[config.mk]
export PLATFORM = sky130hd
export DESIGN_NAME = sdblk_xfer
export DESIGN_NICKNAME = d
export VERILOG_FILES = /design/src/rtl/sdblk_pkg.sv /design/src/rtl/sdblk_addr.sv /design/src/rtl/sdblk_wait_ctr.sv /design/src/rtl/sdblk_xfer.sv
export SDC_FILE = /design/constraint.sdc
export NUM_CORES = 1
export LEC_CHECK = 0
export ABC_CLOCK_PERIOD_IN_PS = 5600
export CAP_MARGIN = 40
export CORE_MARGIN = 3
export CORE_UTILIZATION = 43
export DETAILED_ROUTE_END_ITERATION = 10
export DONT_BUFFER_PORTS = 1
export GPL_TIMING_DRIVEN = 0
export SETUP_SLACK_MARGIN = 0.05
export SLEW_MARGIN = 20
export SYNTH_ARGS = -nofsm -noshare
export SYNTH_HDL_FRONTEND = slang
export SYNTH_HIERARCHICAL = 1
export SYNTH_SLANG_ARGS = --single-unit
[constraint.sdc]
create_clock -name clk -period 5.6 [get_ports clk]
set_input_delay 0.56 -clock clk [delete_from_list [all_inputs] [get_ports clk]]
set_output_delay 0.56 -clock clk [all_outputs]
set_load 0.05 [all_outputs]
[src/rtl/sdblk_pkg.sv]
package sdblk_pkg;

    typedef enum logic [3:0] {
        ST_IDLE, ST_R_HUNT, ST_R_DATA, ST_R_CRC,
        ST_W_TOKEN, ST_W_DATA, ST_W_CRC, ST_W_RESP, ST_W_BUSY, ST_W_STOP
    } xfer_state_e;

    typedef enum logic [2:0] {
        ERR_NONE     = 3'd0,
        ERR_TOK_TMO  = 3'd1,
        ERR_BUSY_TMO = 3'd2,
        ERR_CRC_REJ  = 3'd3,
        ERR_WR_REJ   = 3'd4,
        ERR_BAD_RESP = 3'd5
    } err_code_e;

    typedef struct packed {
        logic is_wr;
        logic multi;
    } job_t;

    localparam logic [7:0] TOK_SINGLE = 8'hFE;
    localparam logic [7:0] TOK_MULTI  = 8'hFC;
    localparam logic [7:0] TOK_STOP   = 8'hFD;
    localparam logic [7:0] FILL_BYTE  = 8'hFF;
    localparam logic [4:0] RESP_OK    = 5'h05;
    localparam logic [4:0] RESP_CRC   = 5'h0B;
    localparam logic [4:0] RESP_WR    = 5'h0D;

    function automatic err_code_e classify_resp(logic [4:0] r);
        case (r)
            RESP_OK:  return ERR_NONE;
            RESP_CRC: return ERR_CRC_REJ;
            RESP_WR:  return ERR_WR_REJ;
            default:  return ERR_BAD_RESP;
        endcase
    endfunction

endpackage

[src/rtl/sdblk_addr.sv]
module sdblk_addr #(
    parameter int unsigned ADDR_W = 32,
    parameter int unsigned SHIFT  = 9
) (
    input  logic [ADDR_W-1:0] byte_addr,
    input  logic              high_cap,
    output logic [ADDR_W-1:0] card_addr
);
    assign card_addr = high_cap ? (byte_addr >> SHIFT) : byte_addr;
endmodule

[src/rtl/sdblk_wait_ctr.sv]
module sdblk_wait_ctr #(
    parameter int unsigned LIMIT = 16
) (
    input  logic clk,
    input  logic rst,
    input  logic clear,
    input  logic tick,
    output logic expired
);
    localparam int unsigned CW = $clog2(LIMIT + 1);

    logic [CW-1:0] cnt;

    assign expired = tick && (cnt == CW'(LIMIT - 1));

    always_ff @(posedge clk) begin
        if (rst || clear || expired) cnt <= '0;
        else if (tick)               cnt <= cnt + 1'b1;
    end

    // poll counter never runs past its limit
    assert_ctr_bound_R3: assert property (@(posedge clk) disable iff (rst)
        cnt < CW'(LIMIT));
endmodule

[src/rtl/sdblk_xfer.sv]
module sdblk_xfer
    import sdblk_pkg::*;
#(
    parameter int unsigned BLOCK_BYTES = 512,
    parameter int unsigned ADDR_W      = 32,
    parameter int unsigned CNT_W       = 16,
    parameter int unsigned TOKEN_POLLS = 100000,
    parameter int unsigned BUSY_POLLS  = 1000000
) (
    input  logic              clk,
    input  logic              rst,
    input  logic              start,
    input  logic              is_write,
    input  logic              multi,
    input  logic              high_cap,
    input  logic [ADDR_W-1:0] byte_addr,
    input  logic [CNT_W-1:0]  block_count,
    output logic [ADDR_W-1:0] card_addr,
    output logic              cs_n,
    output logic              done,
    output logic [2:0]        err_code,
    output logic              stop_req,
    output logic              xfer_req,
    output logic [7:0]        xfer_tx,
    input  logic              xfer_ack,
    input  logic [7:0]        xfer_rx,
    input  logic [7:0]        wr_data,
    input  logic              wr_valid,
    output logic              wr_ready,
    output logic [7:0]        rd_data,
    output logic              rd_valid
);
    localparam int unsigned IDX_W = $clog2(BLOCK_BYTES);
    localparam logic [IDX_W-1:0] IDX_LAST = IDX_W'(BLOCK_BYTES - 1);

    xfer_state_e       st;
    job_t              job;
    logic [IDX_W-1:0]  idx;
    logic [CNT_W-1:0]  blk_left;
    logic [4:0]        resp_q;
    err_code_e         err_pend, err_q;
    logic [ADDR_W-1:0] addr_next;
    logic              tok_tick, tok_exp, busy_tick, busy_exp, last_blk;

    sdblk_addr #(.ADDR_W(ADDR_W), .SHIFT(IDX_W)) u_addr (
        .byte_addr(byte_addr), .high_cap(high_cap), .card_addr(addr_next));

    assign tok_tick  = (st == ST_R_HUNT) && xfer_ack && (xfer_rx != TOK_SINGLE);
    assign busy_tick = (st == ST_W_BUSY) && xfer_ack && (xfer_rx != FILL_BYTE);

    sdblk_wait_ctr #(.LIMIT(TOKEN_POLLS)) u_tok_wait (
        .clk(clk), .rst(rst), .clear(st != ST_R_HUNT), .tick(tok_tick), .expired(tok_exp));
    sdblk_wait_ctr #(.LIMIT(BUSY_POLLS)) u_busy_wait (
        .clk(clk), .rst(rst), .clear(st != ST_W_BUSY), .tick(busy_tick), .expired(busy_exp));

    assign last_blk = (blk_left <= CNT_W'(1));
    assign cs_n     = (st == ST_IDLE);
    assign xfer_req = (st != ST_IDLE) && ((st != ST_W_DATA) || wr_valid);
    assign wr_ready = (st == ST_W_DATA) && xfer_ack;
    assign rd_valid = (st == ST_R_DATA) && xfer_ack;
    assign rd_data  = xfer_rx;
    assign err_code = err_q;

    always_comb begin
        case (st)
            ST_W_TOKEN: xfer_tx = job.multi ? TOK_MULTI : TOK_SINGLE;
            ST_W_DATA:  xfer_tx = wr_data;
            ST_W_STOP:  xfer_tx = TOK_STOP;
            default:    xfer_tx = FILL_BYTE;
        endcase
    end

    always_ff @(posedge clk) begin
        if (rst) begin
            st        <= ST_IDLE;
            job       <= '0;
            idx       <= '0;
            blk_left  <= '0;
            resp_q    <= '0;
            err_pend  <= ERR_NONE;
            err_q     <= ERR_NONE;
            done      <= 1'b0;
            stop_req  <= 1'b0;
            card_addr <= '0;
        end else begin
            done     <= 1'b0;
            stop_req <= 1'b0;
            if (st == ST_IDLE) begin
                if (start) begin
                    card_addr <= addr_next;
                    job       <= '{is_wr: is_write, multi: multi};
                    blk_left  <= multi ? block_count : CNT_W'(1);
                    err_pend  <= ERR_NONE;
                    err_q     <= ERR_NONE;
                    idx       <= '0;
                    st        <= is_write ? ST_W_TOKEN : ST_R_HUNT;
                end
            end else if (xfer_ack) begin
                case (st)
                    ST_R_HUNT: begin
                        if (xfer_rx == TOK_SINGLE) begin
                            idx <= '0;
                            st  <= ST_R_DATA;
                        end else if (tok_exp) begin
                            err_q <= ERR_TOK_TMO;
                            done  <= 1'b1;
                            st    <= ST_IDLE;
                        end
                    end
                    ST_R_DATA: begin
                        idx <= (idx == IDX_LAST) ? '0 : idx + 1'b1;
                        if (idx == IDX_LAST) st <= ST_R_CRC;
                    end
                    ST_R_CRC: begin
                        idx <= idx[0] ? '0 : idx + 1'b1;
                        if (idx[0]) begin
                            if (last_blk) begin
                                done     <= 1'b1;
                                stop_req <= job.multi;
                                st       <= ST_IDLE;
                            end else begin
                                blk_left <= blk_left - 1'b1;
                                st       <= ST_R_HUNT;
                            end
                        end
                    end
                    ST_W_TOKEN: begin
                        idx <= '0;
                        st  <= ST_W_DATA;
                    end
                    ST_W_DATA: begin
                        idx <= (idx == IDX_LAST) ? '0 : idx + 1'b1;
                        if (idx == IDX_LAST) st <= ST_W_CRC;
                    end
                    ST_W_CRC: begin
                        idx <= idx[0] ? '0 : idx + 1'b1;
                        if (idx[0]) st <= ST_W_RESP;
                    end
                    ST_W_RESP: begin
                        resp_q <= xfer_rx[4:0];
                        st     <= ST_W_BUSY;
                    end
                    ST_W_BUSY: begin
                        if (xfer_rx == FILL_BYTE) begin
                            if (resp_q != RESP_OK) begin
                                if (job.multi) begin
                                    err_pend <= classify_resp(resp_q);
                                    st       <= ST_W_STOP;
                                end else begin
                                    err_q <= classify_resp(resp_q);
                                    done  <= 1'b1;
                                    st    <= ST_IDLE;
                                end
                            end else if (last_blk) begin
                                if (job.multi) st <= ST_W_STOP;
                                else begin
                                    done <= 1'b1;
                                    st   <= ST_IDLE;
                                end
                            end else begin
                                blk_left <= blk_left - 1'b1;
                                st       <= ST_W_TOKEN;
                            end
                        end else if (busy_exp) begin
                            err_q <= ERR_BUSY_TMO;
                            done  <= 1'b1;
                            st    <= ST_IDLE;
                        end
                    end
                    ST_W_STOP: begin
                        err_q <= err_pend;
                        done  <= 1'b1;
                        st    <= ST_IDLE;
                    end
                    default: st <= ST_IDLE;
                endcase
            end
        end
    end

    // completion is reported with the card already released
    assert_done_release_R10: assert property (@(posedge clk) disable iff (rst)
        done |-> cs_n);
    // read bytes only flow while the card is selected
    assert_rd_selected_R2: assert property (@(posedge clk) disable iff (rst)
        rd_valid |-> !cs_n);
    // stop request only at the end of a multi-block read
    assert_stop_read_R9: assert property (@(posedge clk) disable iff (rst)
        stop_req |-> (done && !job.is_wr && job.multi));
    // a pending token or filler byte stays put until exchanged
    assert_tx_hold_R4: assert property (@(posedge clk) disable iff (rst)
        (xfer_req && !xfer_ack && st != ST_W_DATA) |=> (xfer_req && $stable(xfer_tx)));
    // a write byte is consumed only while it is being sent
    assert_wr_beat_R5: assert property (@(posedge clk) disable iff (rst)
        wr_ready |-> (xfer_req && wr_valid && xfer_tx == wr_data));
    // at most one stream or completion event per cycle
    assert_single_event_R10: assert property (@(posedge clk) disable iff (rst)
        $onehot0({rd_valid, wr_ready, done}));
endmodule

# [After elaboration in Yosys (flattened, before gate mapping)]
# Cells that the tools add are included.
[word_totals] ff_bits=112 in_bits=72 out_inout_bits=57 wordCells=157
[op_classes] addsub=4 order_cmp=1 eq_ne=37 muxes=63 bitwise_logic=5 n_reduce_logical=35
[op_table] operator="16-bit 2-to-1 mux" n=8
[op_table] operator="4-bit 2-to-1 mux" n=14
[op_table] operator="9-bit 2-to-1 mux" n=6
[op_table] operator="3-bit 2-to-1 mux" n=16
[op_table] operator="9-bit one-hot mux with 4 select lines" n=1
[op_table] operator="32-bit 2-to-1 mux" n=1
[op_table] operator="16-bit one-hot mux with 2 select lines" n=1
[op_table] operator="4-bit one-hot mux with 8 select lines" n=1
[op_table] operator="8-bit one-hot mux with 3 select lines" n=1
[op_table] operator="20-bit by 1-bit adder with 20-bit output (second input constant)" n=1
[op_table] operator="20-bit equality test (second input constant)" n=1
[op_table] operator="3-bit one-hot mux with 3 select lines" n=2
[op_table] operator="17-bit by 1-bit adder with 17-bit output (second input constant)" n=1
[op_table] operator="17-bit equality test (second input constant)" n=1
[op_table] operator="4-bit by 3-bit equality test with 1-bit output (second input constant)" n=4
[op_table] operator="8-bit equality test (second input constant)" n=2
[op_table] operator="16-bit by 1-bit <= comparator with 1-bit output (second input constant)" n=1
[op_table] operator="8-bit inequality test (second input constant)" n=2
[op_table] operator="8-bit AND reduction" n=2
[op_table] operator="16-bit by 1-bit subtractor with 16-bit output (second input constant)" n=1
[op_table] operator="3-bit by 2-bit inequality test with 1-bit output (second input constant)" n=5
[op_table] operator="3-bit inequality test (second input constant)" n=4
[op_table] operator="6-bit AND reduction" n=2
[op_table] operator="5-bit by 4-bit equality test with 1-bit output (second input constant)" n=2
[op_table] operator="29 further kinds" n=65

# [Longest topological paths before layout]
[logic_depth] depth_word=9 depth_mapped=14 mapped_depth_nobuf=11

# [Hierarchy]
# Netlist, hierarchy kept.
[by_module_without_submodules] module="sdblk_xfer" n_inst=1 cells_per_inst=546 area_per_inst_um2=4122.7 seq_area_each_um2=1501.4
[by_module_without_submodules] module="sdblk_wait_ctr at u_busy_wait" n_inst=1 cells_per_inst=114 area_per_inst_um2=979.7 seq_area_each_um2=400.4
[by_module_without_submodules] module="sdblk_wait_ctr at u_tok_wait" n_inst=1 cells_per_inst=90 area_per_inst_um2=818.3 seq_area_each_um2=340.3
[by_module_without_submodules] module="sdblk_addr" n_inst=1 cells_per_inst=35 area_per_inst_um2=336.6 seq_area_each_um2=0.0

# [Worst setup path after synthesis]
# Ideal clock, no wire load.
[synth_path] kind="flip-flop to flip-flop" start="reg st[0]" end="reg resp_q[0]" setup_ns=0.128 t_arrival_ns=3.139 required_ns=5.472 setup_slack_ns=2.333 stages_incl_launch_ff=15 n_path_buf=3 synth_period_minus_slack_ns=3.267 cell_sequence="dfxtp_1 -> buf_2 -> or4b_1 -> a21oi_2 -> and2_1 -> buf_6 -> and4_4 -> nand3_2 -> nor4_1 -> nor2_1 -> a211oi_2 -> and4_1 -> buf_2 -> mux2i_1 -> nor2_1"
[synth_between] elab_chain_cells=3 word_cells_on_any_way=4 cone_classes="eq/ne: 1; bitwise: 1; reduce/logical: 2"
[synth_rtl] item="start, declared" line_no="sdblk_xfer.sv:36" rtl="xfer_state_e st;"
[synth_rtl] item="start signal, assigned" line_no="sdblk_xfer.sv:96" rtl="st <= is_write ? ST_W_TOKEN : ST_R_HUNT;"
[synth_rtl] item="4-bit zero test" line_no="sdblk_xfer.sv:88" rtl="if (st == ST_IDLE) begin"
[synth_rtl] item="1-bit NOT (no source line)"
[synth_rtl] item="3-bit AND reduction (no source line) (*)"
[synth_rtl] item="end signal, assigned" line_no="sdblk_xfer.sv:140" rtl="resp_q <= xfer_rx[4:0];"
[synth_rtl] item="end, declared" line_no="sdblk_xfer.sv:40" rtl="logic [4:0] resp_q;"
# Every way passes the cells marked *; elsewhere a longest branch is shown, timed or not.
# A chain may end at the register's enable or synchronous reset.

# [Worst setup path in the final report]
[layout_path] start="reg st[0]" end="reg resp_q[4]"
# Same word-level chain as after synthesis.

==> results_dict.tcl <==
set metrics [dict create \
    status "completed" \
    worstSetupStartpointType "register" \
    rr_worst_depth 14 \
    crit_buf_inv 3 \
    synthArstFlopShare 0 \
    diodes 0 \
    grt_pass1_wl_mm 27.66 \
    ys_seq_area_frac 0.3583 \
    yosys_warnings 6 \
    placed_area_um2 6511 \
    power-per-cell-area_nw_per_um2 457.9 \
    route.vias.total 5775 \
    syn_avg_cell_area_um2 7.971 \
    path_delay_family "simple AND/OR/NAND/NOR gates" \
    worst_slew_pin_slew_ns 0.8850 \
    hold_path.class "in -> reg" \
    grt_overflow 0 \
    ys_types 83 \
    cp_slowest_cell "nor4_1" \
    ir_worst_vdd_uv 292.3 \
    drt_iter0_markers 371 \
    leakage_uw 0.002232 \
    critPathMaxStageDelay_ns 0.54 \
    pin_count 129 \
    row_count 43 \
    hold_depth 2 \
    cp_max_fo 10 \
    clk_latency_ns 0.36 \
    ctsResizeCount 0 \
    cts_buffer_depth 2 \
    criticalPathCategory "reg -> reg" \
    min_from "xfer_rx[0]" \
    synth_top_family_by_area "simple AND/OR/NAND/NOR gates" \
    h-tree-depth 3 \
    io_buffers 0 \
    coreArea_um2 14040 \
    dp_hpwl_mm 13.09 \
    antenna_found_initial 0 \
    required_ns 5.83 \
    cts_tree "built" \
    clk_pin_slew_worst_paths_ns 0.08 \
    fill_cells 1412 \
    fp.dieH_um 126.6 \
    drt-vias-per-instance 5.869 \
    cts_made_buffers 9 \
    fin_skew_ns 0.007288 \
    synth-simple-area-share 0.2951 \
    grt_pass1_vias 5477 \
    final_cells 984 \
    syn_nets 864 \
    max_slew_margin 0.4046 \
    grt_max_degree 21 \
    dp_cells 968 \
    drtPass1Iterations 5 \
    arrival_ns 4.12 \
    hold_viol 0 \
    synth-compound-area-share 0.1754 \
    synth.area.mux_share 0.05779 \
    setup_tns_ns 0 \
    post-route-min-period_ns 3.887 \
    min_to "resp_q[0]" \
    syn_area_um2 6257 \
    drc 0 \
    cts_setup_buffers 0 \
    ctsHoldBuffers 0 \
    r2r_setup_slack_ns 1.71 \
    synthXorXnorAreaFrac 0.04339 \
    final_area_um2 6799 \
    wl_per_cell_um 17.61 \
    crit_chain "buf_2 > or4b_1 > a21oi_2 > and2_1 > buf_6 > and4_4 > nand3_2 > nor4_1 > nor2_1 > a211oi_2 > and4_1 > buf_2 > mux2i_1 > nor2_1" \
    dieArea_um2 16040 \
    maxCapViolations 0 \
    maxSlewViolCount 0 \
    gp_congestion 0.8439 \
    rsz0062_at_grt "no" \
    r2r-end "resp_q[4]" \
    synth_edf_count 0 \
    syn_to_final_growth_pct 8.658 \
    syn_inst 785 \
    cts.sinks 112 \
    die_x_um 126.6 \
    root_buffer "clkbuf_16" \
    timing.fmax_mhz 257.3 \
    finalCritPeriodShare 0.6940 \
    synth-seq-cells 112 \
    wirelength_mm 17.33 \
    initial_utilization 0.4456 \
    synth_fa_ha_area_frac 0.01400 \
    layout.nets 878 \
    synth_ff_type "dfxtp_1" \
    rr_startpoint "st[0]" \
    setup_viol 0 \
    grt_use_total 0.2116 \
    detail-route-antenna-nets 0 \
    endpoint_kind "register" \
    drive_above_1_share 0.1182 \
]
-- area by class of cell --
| cell class | count | area [um^2] | share of cell area |
|---|---|---|---|
| Inverter | 14 | 52.55 | 0.007729 |
| Multi-Input combinational cell | 604 | 3670 | 0.5397 |
| Clock inverter | 7 | 62.56 | 0.009201 |
| Clock buffer | 9 | 225.2 | 0.03312 |
| Timing Repair Buffer | 3 | 23.77 | 0.003497 |
| Buffer | 55 | 297.8 | 0.04380 |
| Tap cell | 180 | 225.2 | 0.03312 |
| Sequential cell | 112 | 2242 | 0.3298 |
-- worst max-delay path by stage --
stage / cells after the start / slack, ns / end / from
after floorplan: 14 / 2.33 / resp_q[0] / st[0]
after global placement: 14 / 1.74 / resp_q[4] / st[0]
after detailed placement: 14 / 1.74 / resp_q[4] / st[0]
after CTS: 14 / 1.73 / resp_q[4] / st[0]
after global routing: 14 / 1.38 / resp_q[3] / st[0]
final: 14 / 1.71 / resp_q[4] / st[0]
-- kinds of logic (layout without fill, tap and decap cells) --
group,Yosys count,after routing
xor+xnor,31,31
buf+inv,69,88
flops,112,112
simple gates,360,360
compound gates,173,173
fa+ha+maj,7,7
mux,33,33
-- sequential cells by signal, indices dropped and copies added (netlist names), 3 cells and up --
name and flops:
u_busy_wait/cnt 20, idx 9, card_addr 32, st 4
blk_left 16, err_code 3, err_pend 3, resp_q 5
u_tok_wait/cnt 17
-- worst register-to-register path: stages (launching register included) --
cell	delay, ns
dfxtp_1	0.36
buf_2	0.22
or4b_1	0.51
a21oi_2	0.26
and2_1	0.18
buf_6	0.13
and4_4	0.24
nand3_2	0.12
nor4_1	0.54
nor2_1	0.12
a211oi_2	0.36
and4_1	0.23
buf_2	0.20
mux2i_1	0.23
nor2_1	0.05
-- through the flow --
step / setup WS, ns / hold WS, ns / total power (uW) / util
after detailed placement: 1.745 / 0.4744 / 2482 / 0.4637
after global placement: 1.738 / 0.4614 / 2438 / 0.4616
after global routing: 1.377 / 0.3504 / 3316 / 0.4842
final: 1.713 / 0.3521 / 3113 / 0.4842
after CTS: 1.729 / 0.3403 / 3128 / 0.4842
after floorplan: 2.333 / 0.4493 / 2148 / -
-- Yosys cell counts, types with 6 or more instances --
cell type,count,share of area
nand2_1,128,0.077
dfxtp_1,112,0.36
a21oi_1,82,0.066
nor2_1,79,0.047
o21ai_0,31,0.025
mux2_2,24,0.043
clkbuf_1,23,0.014
nand4_1,17,0.017
xnor2_1,17,0.024
nor4_1,16,0.016
nand3_1,14,0.011
nor3_1,14,0.011
xor2_1,14,0.020
inv_1,13,0.0078
or3_1,13,0.013
nor2b_1,12,0.012
buf_2,11,0.0088
buf_4,11,0.013
and3_1,10,0.010
mux2i_1,8,0.013
nand3b_1,8,0.0096
ha_1,7,0.014
o21ai_1,6,0.0048
-- power by group --
part	internal [uW]	switching [uW]	total [uW]
Combinational	436	881	1320
Sequential	899	256	1160
Clock	313	328	640
Total	1650	1470	3110
-- per-layer routing --
metal  up-vias  part of all wire  track usage
met5         -                 0            0
met4         0             0.018      0.06120
met3        25             0.097      0.07368
met2       240              0.47       0.3571
met1      2701              0.42       0.2552
li1       2809                 -            -
-- layout by cell type (no fill, tap or decap), drive strengths merged, types with 7 or more instances in the layout --
cell type / synthesis / final
nor2: 80 / 80
o21ai: 38 / 38
nor4: 18 / 18
nand3: 16 / 16
buf: 30 / 33
clkbuf: 25 / 34
and3: 11 / 11
dfxtp: 112 / 112
or3: 14 / 14
xnor2: 17 / 17
mux2i: 8 / 8
nor2b: 12 / 12
mux2: 25 / 25
xor2: 14 / 14
ha: 7 / 7
a21oi: 84 / 84
nand2: 129 / 129
inv: 14 / 19
nand3b: 8 / 8
nand4: 18 / 18
nor3: 15 / 15
Note: power is estimated with default switching activity, not from simulation.
